--- config.mk ---
export PLATFORM = sky130hd
export DESIGN_NAME = bbs_top
export DESIGN_NICKNAME = d
export VERILOG_FILES = /design/src/rtl/bbs_pkg.sv /design/src/rtl/bbs_dp.sv /design/src/rtl/bbs_ctl.sv /design/src/rtl/bbs_top.sv
export SDC_FILE = /design/constraint.sdc
export NUM_CORES = 1
export LEC_CHECK = 0
export BUFFER_PORTS_ARGS = -buffer_cell sky130_fd_sc_hd__buf_4
export CELL_PAD_IN_SITES_DETAIL_PLACEMENT = 1
export CELL_PAD_IN_SITES_GLOBAL_PLACEMENT = 2
export CORE_ASPECT_RATIO = 0.6
export CORE_MARGIN = 4
export CORE_UTILIZATION = 30
export CTS_BUF_LIST = sky130_fd_sc_hd__clkbuf_4
export CTS_CLUSTER_SIZE = 28
export DETAILED_ROUTE_END_ITERATION = 8
export PLACE_DENSITY_LB_ADDON = 0.25
export SLEW_MARGIN = 15
export SYNTH_ARGS = -nofsm -noshare
export SYNTH_HDL_FRONTEND = slang
export SYNTH_SLANG_ARGS = --single-unit
export TNS_END_PERCENT = 30
--- constraint.sdc ---
create_clock -name clk -period 6.42 [get_ports clk]
set_clock_uncertainty 0.15 [all_clocks]
set_input_delay 0.642 -clock clk [delete_from_list [all_inputs] [get_ports clk]]
set_output_delay 0.642 -clock clk [all_outputs]
set_load 0.02 [all_outputs]
--- src/rtl/bbs_pkg.sv ---
package bbs_pkg;
  // Strobes from the control FSM to the datapath, at most one per cycle.
  typedef struct packed {
    logic markBad;    // current block failed; count it, move to the next block
    logic nextPage;   // marker good, read the next marker page
    logic nextBlock;  // block finished, move on
  } scanStrobe_t;

  typedef enum logic [0:0] {
    ST_SCAN = 1'b0,
    ST_DONE = 1'b1
  } scanState_t;
endpackage

--- src/rtl/bbs_dp.sv ---
module bbs_dp
  import bbs_pkg::*;
#(
  parameter int NUM_BLOCKS      = 256,
  parameter int PAGES_PER_BLOCK = 16,
  parameter int MARKER_PAGES    = 2,
  parameter int MAX_BAD         = 5,
  localparam int BLK_W = $clog2(NUM_BLOCKS),
  localparam int PG_W  = $clog2(PAGES_PER_BLOCK),
  localparam int ROW_W = BLK_W + PG_W,
  localparam int CNT_W = BLK_W + 1,
  localparam int MP_W  = (MARKER_PAGES > 1) ? $clog2(MARKER_PAGES) : 1
) (
  input  logic                  clk,
  input  logic                  rst,
  input  scanStrobe_t           strobe,
  input  logic                  rdReq,
  input  logic                  rdAck,
  input  logic [7:0]            rdData,
  input  logic [BLK_W-1:0]      lkBlock,
  output logic [ROW_W-1:0]      rdRow,
  output logic                  markerBad,
  output logic                  pageLast,
  output logic                  blockLast,
  output logic [NUM_BLOCKS-1:0] badMap,
  output logic [CNT_W-1:0]      badCount,
  output logic                  tooManyBad,
  output logic                  lkBad
);
  logic [BLK_W-1:0] curBlock;
  logic [MP_W-1:0]  curPage;
  logic [PG_W-1:0]  pageField;

  assign pageField  = PG_W'(curPage);
  assign rdRow      = {curBlock, pageField};
  assign markerBad  = (rdData != 8'hFF);
  assign pageLast   = (curPage == MP_W'(MARKER_PAGES - 1));
  assign blockLast  = (curBlock == BLK_W'(NUM_BLOCKS - 1));
  assign tooManyBad = (badCount > CNT_W'(MAX_BAD));
  assign lkBad      = badMap[lkBlock];

  // Block 0 is never requested: the walk starts at block 1.
  always_ff @(posedge clk) begin
    if (rst) begin
      curBlock <= BLK_W'(1);
      curPage  <= '0;
    end else if (strobe.nextBlock || strobe.markBad) begin
      curPage <= '0;
      if (!blockLast) curBlock <= curBlock + BLK_W'(1);
    end else if (strobe.nextPage) begin
      curPage <= curPage + MP_W'(1);
    end
  end

  always_ff @(posedge clk) begin
    if (rst) begin
      badMap   <= '0;
      badCount <= '0;
    end else if (strobe.markBad && curBlock != '0) begin
      badMap[curBlock] <= 1'b1;
      badCount         <= badCount + CNT_W'(1);
    end
  end


  row_stable_chk: assert property (@(posedge clk) disable iff (rst)
    (rdReq && !rdAck) |=> (rdReq && $stable(rdRow)));

  no_block0_read_chk: assert property (@(posedge clk) disable iff (rst)
    rdReq |-> (rdRow[ROW_W-1:PG_W] != '0));

  skip_second_page_chk: assert property (@(posedge clk) disable iff (rst)
    (rdReq && rdAck && markerBad) |=> (curPage == '0));

  count_monotonic_chk: assert property (@(posedge clk) disable iff (rst)
    (badCount != $past(badCount)) |-> (badCount == $past(badCount) + CNT_W'(1)));
endmodule

--- src/rtl/bbs_ctl.sv ---
module bbs_ctl
  import bbs_pkg::*;
(
  input  logic        clk,
  input  logic        rst,
  input  logic        rdAck,
  input  logic        markerBad,
  input  logic        pageLast,
  input  logic        blockLast,
  output scanStrobe_t strobe,
  output logic        rdReq,
  output logic        scanDone
);
  scanState_t state, stateNext;

  assign rdReq    = (state == ST_SCAN) && !rst;
  assign scanDone = (state == ST_DONE);

  always_comb begin
    strobe    = '0;
    stateNext = state;
    if (state == ST_SCAN && rdAck) begin
      if (markerBad)     strobe.markBad   = 1'b1;
      else if (pageLast) strobe.nextBlock = 1'b1;
      else               strobe.nextPage  = 1'b1;
      if ((strobe.markBad || strobe.nextBlock) && blockLast) stateNext = ST_DONE;
    end
  end

  always_ff @(posedge clk) begin
    if (rst) state <= ST_SCAN;
    else     state <= stateNext;
  end


  done_sticky_chk: assert property (@(posedge clk) disable iff (rst)
    scanDone |=> (scanDone && !rdReq));

  one_strobe_chk: assert property (@(posedge clk) disable iff (rst)
    $onehot0({strobe.markBad, strobe.nextPage, strobe.nextBlock}));
endmodule

--- src/rtl/bbs_top.sv ---
module bbs_top
  import bbs_pkg::*;
#(
  parameter int NUM_BLOCKS      = 256,
  parameter int PAGES_PER_BLOCK = 16,
  parameter int MARKER_PAGES    = 2,
  parameter int COL_W           = 9,
  parameter int MARKER_COL      = 256,
  parameter int MAX_BAD         = 5,
  localparam int BLK_W = $clog2(NUM_BLOCKS),
  localparam int PG_W  = $clog2(PAGES_PER_BLOCK),
  localparam int ROW_W = BLK_W + PG_W,
  localparam int CNT_W = BLK_W + 1
) (
  input  logic                  clk,
  input  logic                  rst,
  output logic                  rdReq,
  output logic [ROW_W-1:0]      rdRow,
  output logic [COL_W-1:0]      rdCol,
  input  logic                  rdAck,
  input  logic [7:0]            rdData,
  output logic                  scanDone,
  output logic [NUM_BLOCKS-1:0] badMap,
  output logic [CNT_W-1:0]      badCount,
  output logic                  tooManyBad,
  input  logic [BLK_W-1:0]      lkBlock,
  output logic                  lkReady,
  output logic                  lkUsable
);
  scanStrobe_t strobe;
  logic markerBad, pageLast, blockLast, lkBad;

  assign rdCol    = COL_W'(MARKER_COL);
  assign lkReady  = scanDone;
  assign lkUsable = scanDone && !lkBad;

  bbs_ctl i_ctl (
    .clk(clk), .rst(rst), .rdAck(rdAck), .markerBad(markerBad),
    .pageLast(pageLast), .blockLast(blockLast), .strobe(strobe),
    .rdReq(rdReq), .scanDone(scanDone)
  );

  bbs_dp #(
    .NUM_BLOCKS(NUM_BLOCKS), .PAGES_PER_BLOCK(PAGES_PER_BLOCK),
    .MARKER_PAGES(MARKER_PAGES), .MAX_BAD(MAX_BAD)
  ) i_dp (
    .clk(clk), .rst(rst), .strobe(strobe), .rdReq(rdReq), .rdAck(rdAck),
    .rdData(rdData), .lkBlock(lkBlock), .rdRow(rdRow), .markerBad(markerBad),
    .pageLast(pageLast), .blockLast(blockLast), .badMap(badMap),
    .badCount(badCount), .tooManyBad(tooManyBad), .lkBad(lkBad)
  );


  lookup_gated_chk: assert property (@(posedge clk) disable iff (rst)
    lkUsable |-> lkReady);
endmodule

Yosys cells after proc, flatten, opt, wreduce, memory -nomap -nowiden
Index checks and enable logic that the tools add are counted.

cells by class
  multiply operators = 0
  mux-type cells = 11
  reductions and logical operators = 14
  equal/unequal tests = 2
  $add $sub $neg = 3
  order comparisons = 4
  bitwise operators = 3
  shift operators = 0
  div/mod/pow operators = 0

operator list
  operator                                                                              number
  256-bit OR                                                                            1
  8-bit by 9-bit < comparator with 1-bit output (second input constant)                 2
  9-bit by 1-bit adder with 9-bit output (second input constant)                        1
  9-bit by 3-bit > comparator with 1-bit output (second input constant)                 1
  8-bit by 1-bit adder with 8-bit output (second input constant)                        1
  1-bit binary-select mux with 8-bit select                                             1
  1-bit demux with 8-bit select                                                         1
  8-bit equality test (second input constant)                                           1
  8-bit by 1-bit greater-or-equal comparator with 1-bit output (second input constant)  1
  8-bit inequality test (second input constant)                                         1
  8-bit nonzero test                                                                    1
  1-bit logical AND                                                                     6
  1-bit 2-to-1 mux                                                                      6
  2-bit 2-to-1 mux                                                                      2
  2-bit AND reduction                                                                   2
  3-bit 2-to-1 mux                                                                      1
  1-bit logical NOT                                                                     2
  1-bit logical OR                                                                      2
  1-bit inverter                                                                        2
  2-bit OR reduction                                                                    1
  1-bit adder (second input constant)                                                   1

storage, ports and cells
  register bits = 275
  bits in writable memories = 0
  output and inout port bits = 291
  bits in latches = 0
  memories kept = 0
  memory bits (read-only) = 0

Longest topological paths before layout
Gate-level depths: netlist of the first run.

  depth after elaboration = 6
  mapped depth = 10

Cells and area by module
Synthesis of the first run repeated with hierarchy kept, for this count alone.

unflattened totals
  cell total of the unflattened synthesis = 1261
  area, all modules = 11367.2 sq um

modules (own cells, without submodules)
  module   area each (sq um)  instances  sequential area each (sq um)  cells an instance
  bbs_dp   11187.0            1          5485.3                        1240
  bbs_top  96.3               1          0.0                           13
  bbs_ctl  83.8               1          20.0                          8

Worst setup path before layout of the first run
No wires, ideal clock.

  path kind = in2out
  start = input lkBlock[1]
  end = output lkUsable
  required time = 5628 ps
  path slack = 3070 ps
  arrival time = 2558 ps
  path buffers = 3
  stages = 9
  cell sequence = buf_2 buf_2 buf_2 mux4_2 a22oi_1 a21oi_1 a211oi_1 nand3_1 a32oi_1

between the ends
  cells in the longest elaborated chain, start to end = 4

RTL lines
  item                                       line           RTL
  from (decl)                                bbs_top.sv:26  input logic [BLK_W-1:0] lkBlock,
  1-bit binary-select mux with 8-bit select  bbs_dp.sv:40   assign lkBad = badMap[lkBlock];
  1-bit 2-to-1 mux (not written as such)     bbs_dp.sv:40
  1-bit logical NOT                          bbs_top.sv:35  assign lkUsable = scanDone && !lkBad;
  1-bit logical AND                          bbs_top.sv:35
  to (decl)                                  bbs_top.sv:28  output logic lkUsable

Every way passes these cells. The select of a mux whose other input is x is not followed.

Worst setup path in the final report of the first run
  start = input lkBlock[0]
  end = output lkUsable

Same word-level chain as after synthesis.

==> results of run 1 <==
## synth_stat cells (3+ instances only)
master	n	area, um^2
buf_2	24	120.1
a211oi_1	5	37.54
buf_6	4	45.04
mux4_1	5	131.4
nand2b_1	8	50.05
and2_1	6	37.54
inv_1	7	26.28
xor2_1	7	61.31
nor2_1	298	1119
o22ai_1	8	50.05
nor2b_1	10	62.56
nand2_1	22	82.58
nand3_1	10	50.05
o311ai_0	3	26.28
buf_4	17	127.6
clkbuf_1	62	232.7
nand4_1	8	50.05
mux4_2	41	923.4
nor4_1	4	25.02
nor3_1	11	55.05
buf_1	7	26.28
a21oi_1	227	1136
ha_1	6	75.07
and3_1	17	106.4
a22oi_1	23	172.7
dfxtp_1	275	5505
mux2i_1	37	370.4
xnor2_1	8	70.07
a31oi_1	33	206.5
## metal layers
metal	share of wire	GRT usage	up-vias
li1	-	-	4856
met1	0.45	0.3396	5369
met2	0.44	0.3719	442
met3	0.081	0.06123	90
met4	0.021	0.06994	0
met5	0	0	-
## report_power, final
| part | leakage, nW | switching, mW | internal [mW] |
|---|---|---|---|
| Combinational | 3.46 | 0.163 | 0.0592 |
| Clock | 0.496 | 0.759 | 0.713 |
| Sequential | 2.22 | 0.0101 | 1.71 |
## sequential cells by signal (all words and copies together) (netlist names)
signal          flops
i_dp.badCount       9
i_dp.badMap       256
i_dp.pageLast       1
i_ctl.scanDone      1
i_dp.curBlock       8
## cell type report
class | instances | share of cell area
antenna | 1 | 0.0001725
clock buffer | 100 | 0.05176
clock inverter | 18 | 0.004658
inverter | 7 | 0.001812
multi-input combinational | 832 | 0.3561
sequential | 275 | 0.3796
tap | 504 | 0.04348
timing repair buffer | 313 | 0.1624
## cell usage in the layout, fill, tap and decap left out, types with 16 or more instances in the layout
| master | instances |
|---|---|
| mux2i_1 | 37 |
| mux4_2 | 41 |
| buf_4 | 312 |
| and3_1 | 16 |
| nand2_1 | 22 |
| a22oi_1 | 23 |
| dfxtp_1 | 275 |
| a21oi_1 | 227 |
| a31oi_1 | 33 |
| nor2_1 | 293 |
| clkbuf_4 | 100 |
## worst max-delay path, cell delays in order
cell	delay (ns)
buf_4	0.72
mux4_2	0.60
a22oi_1	0.43
nand2_1	0.13
a211oi_1	0.26
nand3_1	0.17
a32oi_1	0.34
buf_4	0.20
## stage by stage
| stage | cell area [um^2] | utilization | total power [mW] | hold WS (ns) |
|---|---|---|---|---|
| finish | 14500 | 0.3968 | 3.415 | 0.08756 |
| global route | 14500 | 0.3968 | 3.550 | 0.06014 |
| CTS | 14490 | 0.3964 | 3.448 | 0.01226 |
| detailed placement | 13670 | 0.3740 | 1.981 | 0.3387 |
| global placement | 13670 | 0.3739 | 1.977 | 0.3270 |
| floorplan | 11240 | - | 1.906 | 0.3357 |
## worst max path at each step
stage,to,slack [ns],cells past startpoint
2_1_floorplan,lkUsable,3.07,9
3_3_place_gp,lkUsable,2.11,8
3_5_place_dp,lkUsable,2.06,8
4_1_cts,lkUsable,2.06,8
5_1_grt,lkUsable,1.95,8
6_report,lkUsable,2.06,8
## cell families after synthesis
kind of cell / Yosys count / synth area share
adder cells (fa/ha/maj): 6 / 0.006703
multiplexers: 85 / 0.1293
XOR/XNOR: 15 / 0.01173
buffers and inverters: 122 / 0.05340
other: 2 / 0.0006706
flip-flops: 275 / 0.4916
AND/OR/NAND/NOR: 404 / 0.1533
AO/OA/AOI/OAI: 310 / 0.1534
==> impl_results.md, run 1 <==
- Status: completed
- Hold buffer count at CTS: 0
- PwrDens: 235.4 nW/um^2
- Worst slew pin tran: 1.239 ns
- TNS Setup: 0 ns
- Max cap viols: 0
- Final WL: between 50000 and 60000 um
- FF+latch count, synth: 275
- Hold Path Depth: 3
- Layout Cells excl Fill: between 2000 and 2500
- Number of global-route vias before repair: around 11000
- Htree depth: 3
- Seq. cell area: 5505 um^2
- Largest fanout on the critical path: 53
- Placed Cells incl. Taps: 1931
- Setup Viol. Count Final: 0
- IO buf count: approximately 300
- Overall global routing resource usage: 0.2421
- Cts repair resizes: 0
- Core footprint: 36550 um^2
- Final critical-path share of the clock period: 0.6784
- Post-Syn Instances: 1219
- Root buffer cell: clkbuf_4
- DRC viols: 0
- First-pass GRT wire length: 73620 um
- Drt wl/cell: 24.96 um
- Layout cells sized above 1: 0.3074
- Syn Std Cell Area: 11200 um^2
- RD Place Congestion: approximately 0.8
- Crit path arrival time: 3.56 ns
- Unique masters post-synth: 51
- Clock transition at the registers of the reported paths: 0.06 ns
- Largest net degree at the start of global routing: between 100 and 150
- Worst Setup Slack, final: 2.065 ns
- I/O pin cnt: 310
- Crit. Startpoint: lkBlock[0]
- Vias per cell: approximately 5.2
- Fmax: 0.2296 GHz
- Mean post-synth cell area: between 9 and 10 um^2
- RSZ-0062 raised after global routing: false
- Number of enable flip-flop cells after synthesis: 0
- Final Hold Violating Endpoints: 0
- Seq/Total Area, Yosys: 0.4916
- DRT Pass-1 Iters: 5
- Die Height: 157.7 um
- Reg2reg setup slack: 2.75 ns
- Initial Util: 0.3064
- Synth warnings: 0
- CTS tree: done
- CTS sink count: 275
- CP Data Required Time: 5.63 ns
- Multi-input gate area: ~5200 um^2
- Hold path start: rdAck
- Slew Viols, Final: 0
- Post-layout minimum cycle time: between 4 and 5 ns
- Skew-Pair Late Insertion Delay: 0.73 ns
- Total CTS buffers: 72
- Die area: 40590 um^2
- Fill count: 4269
- Area grow syn2layout: 29.50%
- Vias: 10757
- HP Class: in -> reg
- Setup CP Type: in -> out
- Crit path launch type: input pin
- Worst r2r src: i_dp.curBlock[0]
- Async SR Flop Fraction: 0
- Pre-CTS setup slack: 2.055 ns
- Clock Tree Buf Depth: 3
- Crit. End Element: primary output
- Worst Hold End: i_ctl.scanDone
- Final net count: 1526
- Detail Route Antenna Nets: 0
- R2R depth: 8
- Final HPWL DP: 35620 um
- Slew headroom: 0.1712
- Pleak: 6.174 nW
- Top FF cell, synth: dfxtp_1
- Gr ovfl total: 0
- Cell row count: 54
- 1st-iter DRT viols: 888
- Max IR drop VDD: 0.00008575 V
- Worst R2R End: i_dp.badMap[74]
- Chip Width: about 260 um
- Initial antenna violation count: 1
- Post-CTS Setup Inserts: 0
(Power assumes the default switching activity.)
==> run 2: changes to the inputs <==
--- a/config.mk
+++ b/config.mk
@@ -5,6 +5,7 @@
 export SDC_FILE = /design/constraint.sdc
 export NUM_CORES = 1
 export LEC_CHECK = 0
+export ABC_AREA = 1
 export BUFFER_PORTS_ARGS = -buffer_cell sky130_fd_sc_hd__buf_4
 export CELL_PAD_IN_SITES_DETAIL_PLACEMENT = 1
 export CELL_PAD_IN_SITES_GLOBAL_PLACEMENT = 2
==> constraint.sdc (replaced) <==
create_clock -name clk -period 4.6 [get_ports clk]
set_clock_uncertainty 0.15 [all_clocks]
set_input_delay 0.46 -clock clk [delete_from_list [all_inputs] [get_ports clk]]
set_output_delay 0.46 -clock clk [all_outputs]
set_load 0.02 [all_outputs]
==> run 2 against run 1 <==
Compared with the run above:
- worst hold slack gained 0.11 ns
- wire length up 7.7%
- largest cell class is now multi-input combinational cells
- non-clock buffer count increased by 10
- synthesized cell count increased by 35%
- count of clock-buffer cells in the layout is 13 higher
- worst setup slack worse by 1.0 ns
- design area is 6.2% higher
- sequential share of layout area shrank 2.2 points
- synthesized area increased by 6.9%
==> impl_results.md, run 2 <==
- Gr ovfl total: 0 (unchanged)
- Slew headroom: 0.2359 (+0.06466)
- Synth Area in Simple Gates: 0.3102 (+0.1569)
- I/O pin cnt: 310 (unchanged)
- Largest fanout on the critical path: 35 (-34%)
- First-pass GRT wire length: 82010 um (+11%)
- Reg with most FFs: i_dp.badMap
- WL met2: 24740 um (+9.1%)
- Vias: 12705 (+18%)
- Final Hold Violating Endpoints: 0 (unchanged)
- Post-layout minimum cycle time: 3.562 ns
- Final Util: 0.3925 (-0.004290)
- Detail Route Antenna Nets: 0 (unchanged)
- Initial antenna violation count: 1 (unchanged)
- Seq/Total Area, Yosys: 0.4599 (-0.03170)
- Final critical-path share of the clock period: 0.7744
- Unique masters post-synth: 38 (-25%)
- Max cap viols: 0 (unchanged)
- Clock transition at the registers of the reported paths: 0.08 ns (+0.02 ns)
- Initial Util: 0.3051 (-0.001292)
- Area grow syn2layout: 28.65%
- Die area: 43270 um^2 (+6.6%)
- Worst Setup Slack, final: 1.038 ns (-1.027 ns)
- Largest register FFs: 256 (unchanged)
- M1 wire length: 26120 um (+12%)
- Adder-Cell Fraction of Synth Area: 0.006271 (-0.0004323)
- Setup CP Type: in -> out
- Drt wl/cell: 22.08 um (-12%)
- RD Place Congestion: 0.7904 (-0.92%)
- Area of all placed cells without fillers: 15400 um^2 (+6.2%)
- Synth area leaders: dfxtp_1 46%, a21oi_1 11%, nand3_1 9.5%
- Hold slack final: 0.1935 ns (+0.1060 ns)
- Vias per cell: 5.088 (-3.0%)
- Clock Tree Buf Depth: 3 (unchanged)
- Post-Syn Instances: 1643 (+35%)
- Root buffer cell: clkbuf_4
- Main combinational cell family by area after synthesis: simple AND/OR/NAND/NOR gates
- Cell row count: 56 (+3.7%)
- Number of global-route vias before repair: 12769 (+19%)
- Top FF cell, synth: dfxtp_1
- Crit path arrival time: 2.95 ns (-0.61 ns)
- CP Data Required Time: 3.99 ns (-1.64 ns)
- Status: completed
- Mux cell area share after synthesis: 0 (-0.1293)
- Final net count: 1946 (+28%)
- XOR/XNOR Fraction of Synth Area: 0.0007316 (-0.01100)
- Skew-Pair Late Insertion Delay: 0.74 ns (about the same)
- Synth top area share: 0.4599 (-0.03170)
- Final HPWL DP: 37320 um (+4.8%)
- Total CTS buffers: 75 (+4.2%)
- Complex-gate fraction of the synthesized area: 0.1397 (-0.01365)
- CTS tree: done
- Post-CTS Setup Inserts: 0 (unchanged)
- RSZ-0062 raised after global routing: false
- Most common cell after layout, fill and taps aside: buf_4
- Slew Viols, Final: 0 (unchanged)
- Top flop regs: i_dp.badMap: 256 flops, i_dp.badCount: 9 flops, i_dp.curBlock: 8 flops
- HP Class: in -> reg
- Async SR Flop Fraction: 0 (unchanged)
- Layout cells sized above 1: 0.2533 (-0.05415)
- FF+latch count, synth: 275 (unchanged)
- Dpl cell area: 14390 um^2 (+5.3%)
- Cts repair resizes: 0 (unchanged)
- 1st-iter DRT viols: 856 (-3.6%)
- Fmax: 0.2807 GHz
- Synth warnings: 0 (unchanged)
- Core footprint: 39240 um^2 (+7.3%)
- Pre-CTS setup slack: 1.008 ns (-1.047 ns)
- Synth area leader: dfxtp_1
- Chip Width: 265.9 um (+3.3%)
- Placed Cells incl. Taps: 2364 (+22%)
- Syn Std Cell Area: 11970 um^2 (+6.9%)
- DRC viols: 0 (unchanged)
- Setup Viol. Count Final: 0 (unchanged)
- Overall global routing resource usage: 0.2486 (+0.006470)
- Max IR drop VDD: 0.0001362 V (+59%)
- Most frequent cells in the layout: 318 x buf_4, 290 x nand2_1, 275 x a21oi_1, 275 x dfxtp_1, 268 x nor2_1
- Layout Cells excl Fill: 2497 (+22%)
- Crit path launch type: input pin
- Mean post-synth cell area: 7.286 um^2 (-21%)
- Final WL: 55120 um (+7.7%)
- Top cells by count, synth: 290 x nand2_1, 275 x a21oi_1, 275 x dfxtp_1
- CTS sink count: 275 (unchanged)
- Die Height: 162.7 um (+3.2%)
- DRT Pass-1 Iters: 5 (unchanged)
- TNS Setup: 0 ns (unchanged)
- Largest net degree at the start of global routing: 145 (+37%)
- DR top layer: met4
- Total Power: 5.118 mW (+50%)
- Pleak: 6.510 nW (+5.4%)
- Htree depth: 3 (unchanged)
- IO buf count: 297 (unchanged)
- Crit. End Element: primary output
- Most instantiated library cell after synthesis: nand2_1
- PwrDens: 332.3 nW/um^2 (+41%)
- Worst slew pin tran: 1.142 ns (-0.09612 ns)
- Met3 wire length: 2976 um (-28%)
- Number of enable flip-flop cells after synthesis: 0 (unchanged)
==> run 2: changes by cell type in the layout (fill, tap and decap cells not counted), sizes merged, moves of 13 or more <==
cell	change
mux4	-46
nand2	+274
a31oi	-32
a22oi	-23
and3	-16
clkbuf	+13
nor2	-21
inv	+58
nand3	+217
mux2i	-37
o21ai	+27
a21oi	+62
==> run 2: critical path: stages <==
cell and delay, ns:
buf_4 0.24, inv_2 0.59, buf_12 0.29, nand3_1 0.11
nand3_1 0.07, nand3_1 0.11, nand3_1 0.17, nand2_1 0.13
nand2_1 0.08, nand3_1 0.07, nand3_1 0.07, nand2_1 0.05
nor2_1 0.22, buf_4 0.20
==> run 2: logic make-up (layout without fill, tap and decap cells) <==
| logic type | after synthesis | in the layout |
|---|---|---|
| xor gates and xnor gates | 1 | 1 |
| and+or+nand+nor | 836 | 836 |
| adders and majority gates | 6 | 6 |
| AOI/OAI and AO/OA | 321 | 321 |
| other | 2 | 13 |
| buffers and inverters | 202 | 523 |
| DFF | 275 | 275 |
==> run 2: path summary, 6_finish.rpt <==
kind                    start              end  slack [ns]  cells past startpoint
min                 rdData[1]    i_dp.pageLast        0.19                      6
min reg2reg    i_dp.badMap[0]   i_dp.badMap[0]        0.31                      2
max                lkBlock[1]         lkUsable        1.04                     14
max reg2reg  i_dp.curBlock[0]  i_dp.badMap[46]        1.28                      9
==> run 2: report_power, final <==
group | internal, mW | switching, mW
combinational | 0.0872 | 0.294
sequential | 2.39 | 0.00990
clock | 1.23 | 1.11
==> run 2: layer usage <==
layer | vias to the layer above | GRT usage
met2 | 356 | 0.3888
met1 | 6267 | 0.3467
met5 | - | 0
met3 | 83 | 0.05421
met4 | 0 | 0.07182
li1 | 5999 | -
==> run 2: timing repair <==
item | 4_1_cts | 5_1_grt
setup endpoints to repair | 0 | 0
endpoints found under the hold margin | 1 | 0
hold buffers | 1 | 0
==> run 2: cell type report <==
type | instances | area [um^2]
inverter | 70 | 276.5
timing repair buffer | 323 | 2466
clock inverter | 17 | 123.9
sequential | 275 | 5505
clock buffer | 113 | 848.3
multi-input combinational | 1176 | 5525
tap | 522 | 653.1
fill | 4960 | 23840
antenna | 1 | 2.502
